File: src/rtl/grom_emu_pkg.sv
package grom_emu_pkg;
  // strobes from the control section to the pointer datapath
  typedef struct packed {
    logic loadHi;   // load high pointer byte
    logic loadLo;   // load low pointer byte and add one
    logic bump;     // advance pointer by one
    logic capHi;    // capture high pointer byte for read-back
    logic capLo;    // capture low pointer byte for read-back
    logic useMem;   // next read byte comes from RAM
  } dpCtl_t;
endpackage

File: src/rtl/grom_emu_ctrl.sv
module grom_emu_ctrl
  import grom_emu_pkg::*;
(
  input  logic       clk,
  input  logic       rstN,
  input  logic       rdStb,
  input  logic       wrStb,
  input  logic [1:0] portAddr,
  output dpCtl_t     ctl,
  output logic       memRd,
  output logic       ready
);
  logic wPhase, rPhase, readyQ;
  logic hit, isAddr, addrWr, addrRd, dataRd, dataWr;

  always_comb begin
    hit    = (rdStb | wrStb) & ~portAddr[0];
    isAddr = portAddr[1];
    addrRd = hit & rdStb & isAddr;
    dataRd = hit & rdStb & ~isAddr;
    addrWr = hit & ~rdStb & wrStb & isAddr;
    dataWr = hit & ~rdStb & wrStb & ~isAddr;
    ctl        = '0;
    ctl.loadHi = addrWr & ~wPhase;
    ctl.loadLo = addrWr & wPhase;
    ctl.bump   = dataRd | dataWr;
    ctl.capHi  = addrRd & ~rPhase;
    ctl.capLo  = addrRd & rPhase;
    ctl.useMem = dataRd;
  end

  always_ff @(posedge clk or negedge rstN) begin
    if (!rstN) begin
      wPhase <= 1'b0;
      rPhase <= 1'b0;
      readyQ <= 1'b0;
    end else begin
      if (addrWr)
        wPhase <= ~wPhase;
      else if (addrRd | dataRd | dataWr)
        wPhase <= 1'b0;

      if (addrRd)
        rPhase <= ~rPhase;
      else if (addrWr | dataRd | dataWr)
        rPhase <= 1'b0;

      readyQ <= rdStb | wrStb;
    end
  end

  assign memRd = dataRd;
  assign ready = readyQ;
endmodule

File: src/rtl/grom_emu_dp.sv
module grom_emu_dp
  import grom_emu_pkg::*;
#(
  parameter int DATA_W = 8,
  parameter int ADDR_W = 16,
  parameter int PHYS_W = 20,
  parameter logic [PHYS_W-1:0] BASE = 20'h70000
) (
  input  logic              clk,
  input  logic              rstN,
  input  dpCtl_t            ctl,
  input  logic              ready,
  input  logic [DATA_W-1:0] wrData,
  input  logic [DATA_W-1:0] memData,
  output logic [DATA_W-1:0] rdData,
  output logic [PHYS_W-1:0] memAddr
);
  localparam int HI_W = ADDR_W - DATA_W;
  localparam int PAD  = PHYS_W - ADDR_W;

  logic [ADDR_W-1:0] gplAddr;
  logic [DATA_W-1:0] holdQ;
  logic              memSelQ;

  always_ff @(posedge clk or negedge rstN) begin
    if (!rstN) begin
      gplAddr <= '0;
      holdQ   <= '0;
      memSelQ <= 1'b0;
    end else begin
      if (ctl.loadHi)
        gplAddr <= {wrData[HI_W-1:0], gplAddr[DATA_W-1:0]};
      else if (ctl.loadLo)
        gplAddr <= {gplAddr[ADDR_W-1:DATA_W], wrData} + 1'b1;
      else if (ctl.bump)
        gplAddr <= gplAddr + 1'b1;

      if (ctl.capHi)
        holdQ <= DATA_W'(gplAddr[ADDR_W-1:DATA_W]);
      else if (ctl.capLo)
        holdQ <= gplAddr[DATA_W-1:0];
      else
        holdQ <= '0;

      memSelQ <= ctl.useMem;
    end
  end

  assign memAddr = BASE + {{PAD{1'b0}}, gplAddr};
  assign rdData  = !ready ? '0 : (memSelQ ? memData : holdQ);
endmodule

File: src/rtl/grom_emu_port.sv
module grom_emu_port
  import grom_emu_pkg::*;
#(
  parameter int DATA_W = 8,
  parameter int ADDR_W = 16,
  parameter int PHYS_W = 20,
  parameter logic [PHYS_W-1:0] BASE = 20'h70000
) (
  input  logic              clk,
  input  logic              rstN,
  input  logic              rdStb,
  input  logic              wrStb,
  input  logic [1:0]        portAddr,
  input  logic [DATA_W-1:0] wrData,
  output logic [DATA_W-1:0] rdData,
  output logic              ready,
  output logic              memRd,
  output logic [PHYS_W-1:0] memAddr,
  input  logic [DATA_W-1:0] memData
);
  dpCtl_t ctl;

  grom_emu_ctrl uCtrl (
    .clk(clk), .rstN(rstN), .rdStb(rdStb), .wrStb(wrStb),
    .portAddr(portAddr), .ctl(ctl), .memRd(memRd), .ready(ready)
  );

  grom_emu_dp #(
    .DATA_W(DATA_W), .ADDR_W(ADDR_W), .PHYS_W(PHYS_W), .BASE(BASE)
  ) uDp (
    .clk(clk), .rstN(rstN), .ctl(ctl), .ready(ready), .wrData(wrData),
    .memData(memData), .rdData(rdData), .memAddr(memAddr)
  );
endmodule

File: config.mk
export PLATFORM = sky130hd
export DESIGN_NAME = grom_emu_port
export DESIGN_NICKNAME = d
export VERILOG_FILES = /design/src/rtl/grom_emu_pkg.sv /design/src/rtl/grom_emu_ctrl.sv /design/src/rtl/grom_emu_dp.sv /design/src/rtl/grom_emu_port.sv
export SDC_FILE = /design/constraint.sdc
export NUM_CORES = 1
export LEC_CHECK = 0
export ABC_AREA = 0
export BUFFER_PORTS_ARGS = -buffer_cell sky130_fd_sc_hd__buf_2
export CORE_ASPECT_RATIO = 1.75
export CORE_MARGIN = 4
export CORE_UTILIZATION = 40
export CTS_BUF_LIST = sky130_fd_sc_hd__clkbuf_4
export DETAILED_ROUTE_END_ITERATION = 10
export PLACE_DENSITY = 0.65
export SLEW_MARGIN = 20
export SYNTH_ARGS = -nofsm -noshare
export SYNTH_HDL_FRONTEND = slang
export SYNTH_HIERARCHICAL = 1
export SYNTH_SLANG_ARGS = --single-unit
File: constraint.sdc
create_clock -name clk -period 9.3 [get_ports clk]
set_clock_uncertainty 0.2 [all_clocks]
set_input_delay 1.86 -clock clk [delete_from_list [all_inputs] [get_ports clk]]
set_output_delay 1.86 -clock clk [all_outputs]
set_load 0.005 [all_outputs]
# ---- Yosys cells after proc, flatten, opt, wreduce, memory -nomap -nowiden
# Index checks and enable logic that the tools add are counted.
dict set report op_classes {
  muxes 11
  n_addsub 3
  reduce_logical 5
  bitwise 24
}
# op count
set op_table {}
lappend op_table {{$mux W16} 3}
lappend op_table {{$add A16 B1 Y16 const B} 2}
lappend op_table {{$mux W8} 4}
lappend op_table {{$add A19 B16 Y20 const A} 1}
lappend op_table {{$and A1 B1 Y1} 12}
lappend op_table {{$not A1 Y1} 6}
lappend op_table {{$or A1 B1 Y1} 6}
lappend op_table {{$reduce_bool A2 Y1} 3}
lappend op_table {{$mux W1} 4}
lappend op_table {{$reduce_bool A3 Y1} 1}
lappend op_table {{$reduce_and A2 Y1} 1}
dict set report totals {
  word_cells 50
  regBits 28
  output_inout_bits 30
  in_bits 22
}

# ---- Longest topological paths before layout
dict set report depth {
  depth_word 9
  depth_mapped 12
  depth_no_buf 8
}

# ---- Hierarchy
# The synthesis kept the hierarchy.
# module seq_area_each_um2 area_each_um2 cells_each instances
set by_module_without_submodules {}
lappend by_module_without_submodules {grom_emu_dp 625.6 1717.9 196 1}
lappend by_module_without_submodules {grom_emu_ctrl 75.1 183.9 18 1}

# ---- Worst setup path before layout
# Ideal clock, no wire load.
dict set report synth_timing {
  path_type {input port to flip-flop}
  from {input port rdStb}
  to {register uDp.gplAddr[14]}
  arrival_time_ns 4.352
  path_stages 12
  slack_ns 4.666
  setup_time_ns 0.082
  required_ns 9.018
  n_path_buf 4
  cell_sequence {nand4bb_1 nor2_1 buf_6 buf_2 buf_1 mux2_2 ha_1 buf_1 o21ai_0 a211o_1 or4_1 a31oi_1}
}
# item line
set synth_lines {}
lappend synth_lines {{start, declared} grom_emu_port.sv:11} ;# input logic rdStb,
lappend synth_lines {{end signal, assigned} grom_emu_dp.sv:32} ;# gplAddr <= {wrData[HI_W-1:0], gplAddr[DATA_W-1:0]};
lappend synth_lines {{end signal, assigned} grom_emu_dp.sv:34} ;# gplAddr <= {gplAddr[ADDR_W-1:DATA_W], wrData} + 1'b1;
lappend synth_lines {{end signal, assigned} grom_emu_dp.sv:36} ;# gplAddr <= gplAddr + 1'b1;
lappend synth_lines {{end, declared} grom_emu_dp.sv:21} ;# logic [ADDR_W-1:0] gplAddr;

# ---- Worst setup path after layout
dict set report layout_timing {
  from {input port portAddr[1]}
  to {output port memRd}
}
dict set report layout_between {
  elab_chain_cells 2
}
# item line
set layout_lines {}
lappend layout_lines {{start, declared} grom_emu_port.sv:13} ;# input logic [1:0] portAddr,
lappend layout_lines {{$not A1 Y1} grom_emu_ctrl.sv:20} ;# dataRd = hit & rdStb & ~isAddr;
lappend layout_lines {{$and A1 B1 Y1} grom_emu_ctrl.sv:20}
lappend layout_lines {{end, declared} grom_emu_port.sv:17} ;# output logic memRd,
# Every way passes these cells.

==> flow_summary.yaml <==
sta:
  final_hold_viol_count: 0
  slew_headroom_pct: 36.3
  drv_slew: 0
  finalSetupViolCount: 0
  tns_ns: 0
  rsz0062_at_grt: "false"
  worst_pin_slew_ns: 0.953
  post-route-min-period_ns: 4.46
  period_share_pct: 48.0
  fmax_mhz: 224
placement:
  port_buffers: 47
  dpl_cell_area_um2: 2120
  finalWeightedCongestion: 0.864
  hpwl_mm: 3.78
final_layout:
  nets: 275
  drive_gt1_share_pct: 22.8
  design_area_um2: 2150
  syn2layout_area_growth_pct: 12.8
  antenna_cells: 0
setup_path:
  startpoint_type: "input pin"
  crit_top_cell: "buf_2"
  critical_path_arrival_ns: 2.40
  crit_path_max_incr_delay_ns: 0.26
  worstSetupEndpointType: "output port"
  critPathRequiredTime_ns: 7.24
  critPathTopFamily: "buffers and inverters"
  crit_type: "input pin to output port"
  critPathBufInv: 2
  timing.critical_path.cells: "buf_2, nor3b_1, buf_2"
  crit_slowest_cell: "nor3b_1"
  path_max_fanout: 5
synthesis:
  ys_seq_area_share_pct: 36.8
  synth-edff-count: 0
  synth_top_area_share_pct: 36.8
  synth_area_leader_cell: "dfrtp_1"
  synth.area.top_cells: "dfrtp_1 (37%), mux2i_1 (6.3%), nand2_1 (5.7%), o21ai_0 (4.5%), nor2b_1 (3.3%)"
  ys_warn_count: 6
  async_flop_share_pct: 100
  ys.flop_type: "dfrtp_1"
  synth_cell_types: 52
  syn-cell-area_um2: 1900
  syn_avg_cell_area_um2: 8.89
  synth.ff_latch_count: 28
  syn_inst: 214
clock_tree:
  cts.sinks: 28
  clockBufferDepth: 2
  cts_root_buf: "clkbuf_4"
  numCtsBuffers: 3
  post-cts-setup-buffers: 0
  cts_tree: "built"
  h-tree-depth: 1
  clk_pin_slew_worst_paths_ns: 0.15
  clk_latency_ns: 0.33
  cts_hold_buf: 0
  postCtsResizedCells: 0
route:
  drt_iter0_markers: 63
  drt_wl_total_mm: 5.01
  via_count: 1800
  drc: 0
  via_per_inst: 5.96
  wl_per_cell_um: 16.6
  drtPass1Iterations: 4
  antenna_left: 0
power:
  clock_power_share_pct: 15.1
  p_int_w: 0.000214
  leakagePower_nw: 0.923
  comb_power_share_pct: 32.6
  p_switching_w: 0.000129
  power_frac_seq_pct: 52.3
  p_per_area_nw_per_um2: 160
  ir_drop_v: 0.0000898
  switching_share_pct: 37.7
floorplanning:
  die_h_um: 99.2
  die_area_um2: 5970
  start_util_pct: 40.8
  rows: 33
  core-area_um2: 4670
  ios: 52
  die_w_um: 60.1
global_route:
  grt_pass1_vias: 1751
  grt_max_degree: 31
  grt_overflow_total: 0
  grt_antenna_before_repair: 0
  grt_pass1_wl_mm: 8.29
  grtUsageTotal_pct: 17.7
outcome:
  status: "finished clean"
run:
  drv_cap: 0
worst_hold_path:
  min_path_type: "flip-flop to flip-flop"
==> layer usage <==
layer  wire, µm  vias up  global-route usage, %
met5          0        -                      0
met4         91        0                   8.19
met3        267       10                   2.21
met2       2700       69                   30.8
met1       1950      872                   20.8
li1           -      849                      -
==> power by group through the flow <==
stage	Clock, W	Sequential (W)	Combinational [W]
final	0.0000519	0.000180	0.000112
after global routing	0.0000581	0.000185	0.000128
after CTS	0.0000540	0.000180	0.000113
after detailed placement	0	0.000182	0.000112
after global placement	0	0.000182	0.000110
after floorplan	0	0.000172	0.0000714
==> cells in the final DEF (no fill, tap or decap), types with 2 or more instances in the layout <==
cell type / n
a21oi_1: 2
nand4_1: 2
inv_1: 5
nor3_1: 4
xor2_1: 2
nor2_1: 15
o31ai_1: 4
nor2b_1: 10
and4_1: 2
nand3_1: 3
a31oi_1: 7
dfrtp_1: 28
and3b_1: 2
a22oi_1: 2
buf_2: 47
o21ai_0: 17
and3_1: 2
nand4b_4: 2
nor3b_1: 2
mux2_2: 2
conb_1: 4
a2bb2oi_1: 3
o21bai_1: 3
and4b_1: 2
or4_1: 5
mux2i_1: 12
nand2_1: 29
clkbuf_4: 3
or3_1: 3
o211ai_1: 6
==> synthesized netlist by cell type (2+ instances only) <==
library cell / instances
nand2_1: 29
nor2_1: 15
or3_1: 3
o211ai_1: 6
inv_1: 5
nor2b_1: 10
a31oi_1: 7
or4_1: 5
mux2_2: 2
and4_1: 2
dfrtp_1: 28
o21ai_0: 17
o21bai_1: 3
o31ai_1: 4
buf_2: 3
nand3_1: 3
nor3b_1: 2
buf_4: 5
and3b_1: 2
nand4b_4: 2
buf_1: 2
and3_1: 2
a2bb2oi_1: 3
nand4_1: 2
and4b_1: 2
a21oi_1: 2
nor3_1: 4
clkbuf_1: 6
a22oi_1: 2
conb_1: 2
mux2i_1: 12
xor2_1: 2
==> sequential cells by signal, summed over array words and instances (netlist names) <==
name and cells:
uCtrl/rPhase 1, uDp/holdQ 8, uDp/gplAddr 16, uCtrl/wPhase 1, uDp/memSelQ 1, uCtrl/ready 1
==> path summary, 6_finish.rpt <==
path / startpoint / end / slack [ns] / cells after the start
min in group asynchronous: rstN / uDp/gplAddr[0] / 1.34 / 1
max in group asynchronous: rstN / uDp/holdQ[2] / 7.14 / 1
worst min register to register: uCtrl/rPhase / uCtrl/rPhase / 0.34 / 1
worst max-delay path: portAddr[1] / memRd / 4.84 / 3
worst max register to register: uCtrl/wPhase / uDp/gplAddr[14] / 6.51 / 9
worst min-delay path: uCtrl/rPhase / uCtrl/rPhase / 0.34 / 1
==> cells by family after synthesis <==
logic type,share of synthesized area (%)
AND/OR/NAND/NOR,28.0
AO/OA/AOI/OAI,19.3
flip-flops,36.8
buffers and inverters,5.92
multiplexers,7.50
XOR/XNOR,1.38
other,0.395
adder cells (fa/ha/maj),0.658
==> layout make-up <==
class                      count  area (µm²)
fill                         508        2520
multi-input combinational    166        1100
sequential                    28         701
timing repair buffer          48         243
tap                           52        65.1
clock buffer                   3        22.5
inverter                       5        18.8
==> through the flow <==
stage	std cells	total power, W	setup WS [ns]	hold WS, ns	utilization (%)
floorplan	216	0.000244	4.67	0.257	-
global placement	299	0.000292	4.84	0.284	45.5
detailed placement	299	0.000294	4.76	0.314	45.5
CTS	302	0.000346	4.83	0.349	46.0
global route	302	0.000371	4.77	0.381	46.0
finish	302	0.000344	4.84	0.338	46.0
No activity file was read; power rests on OpenSTA's default activity.
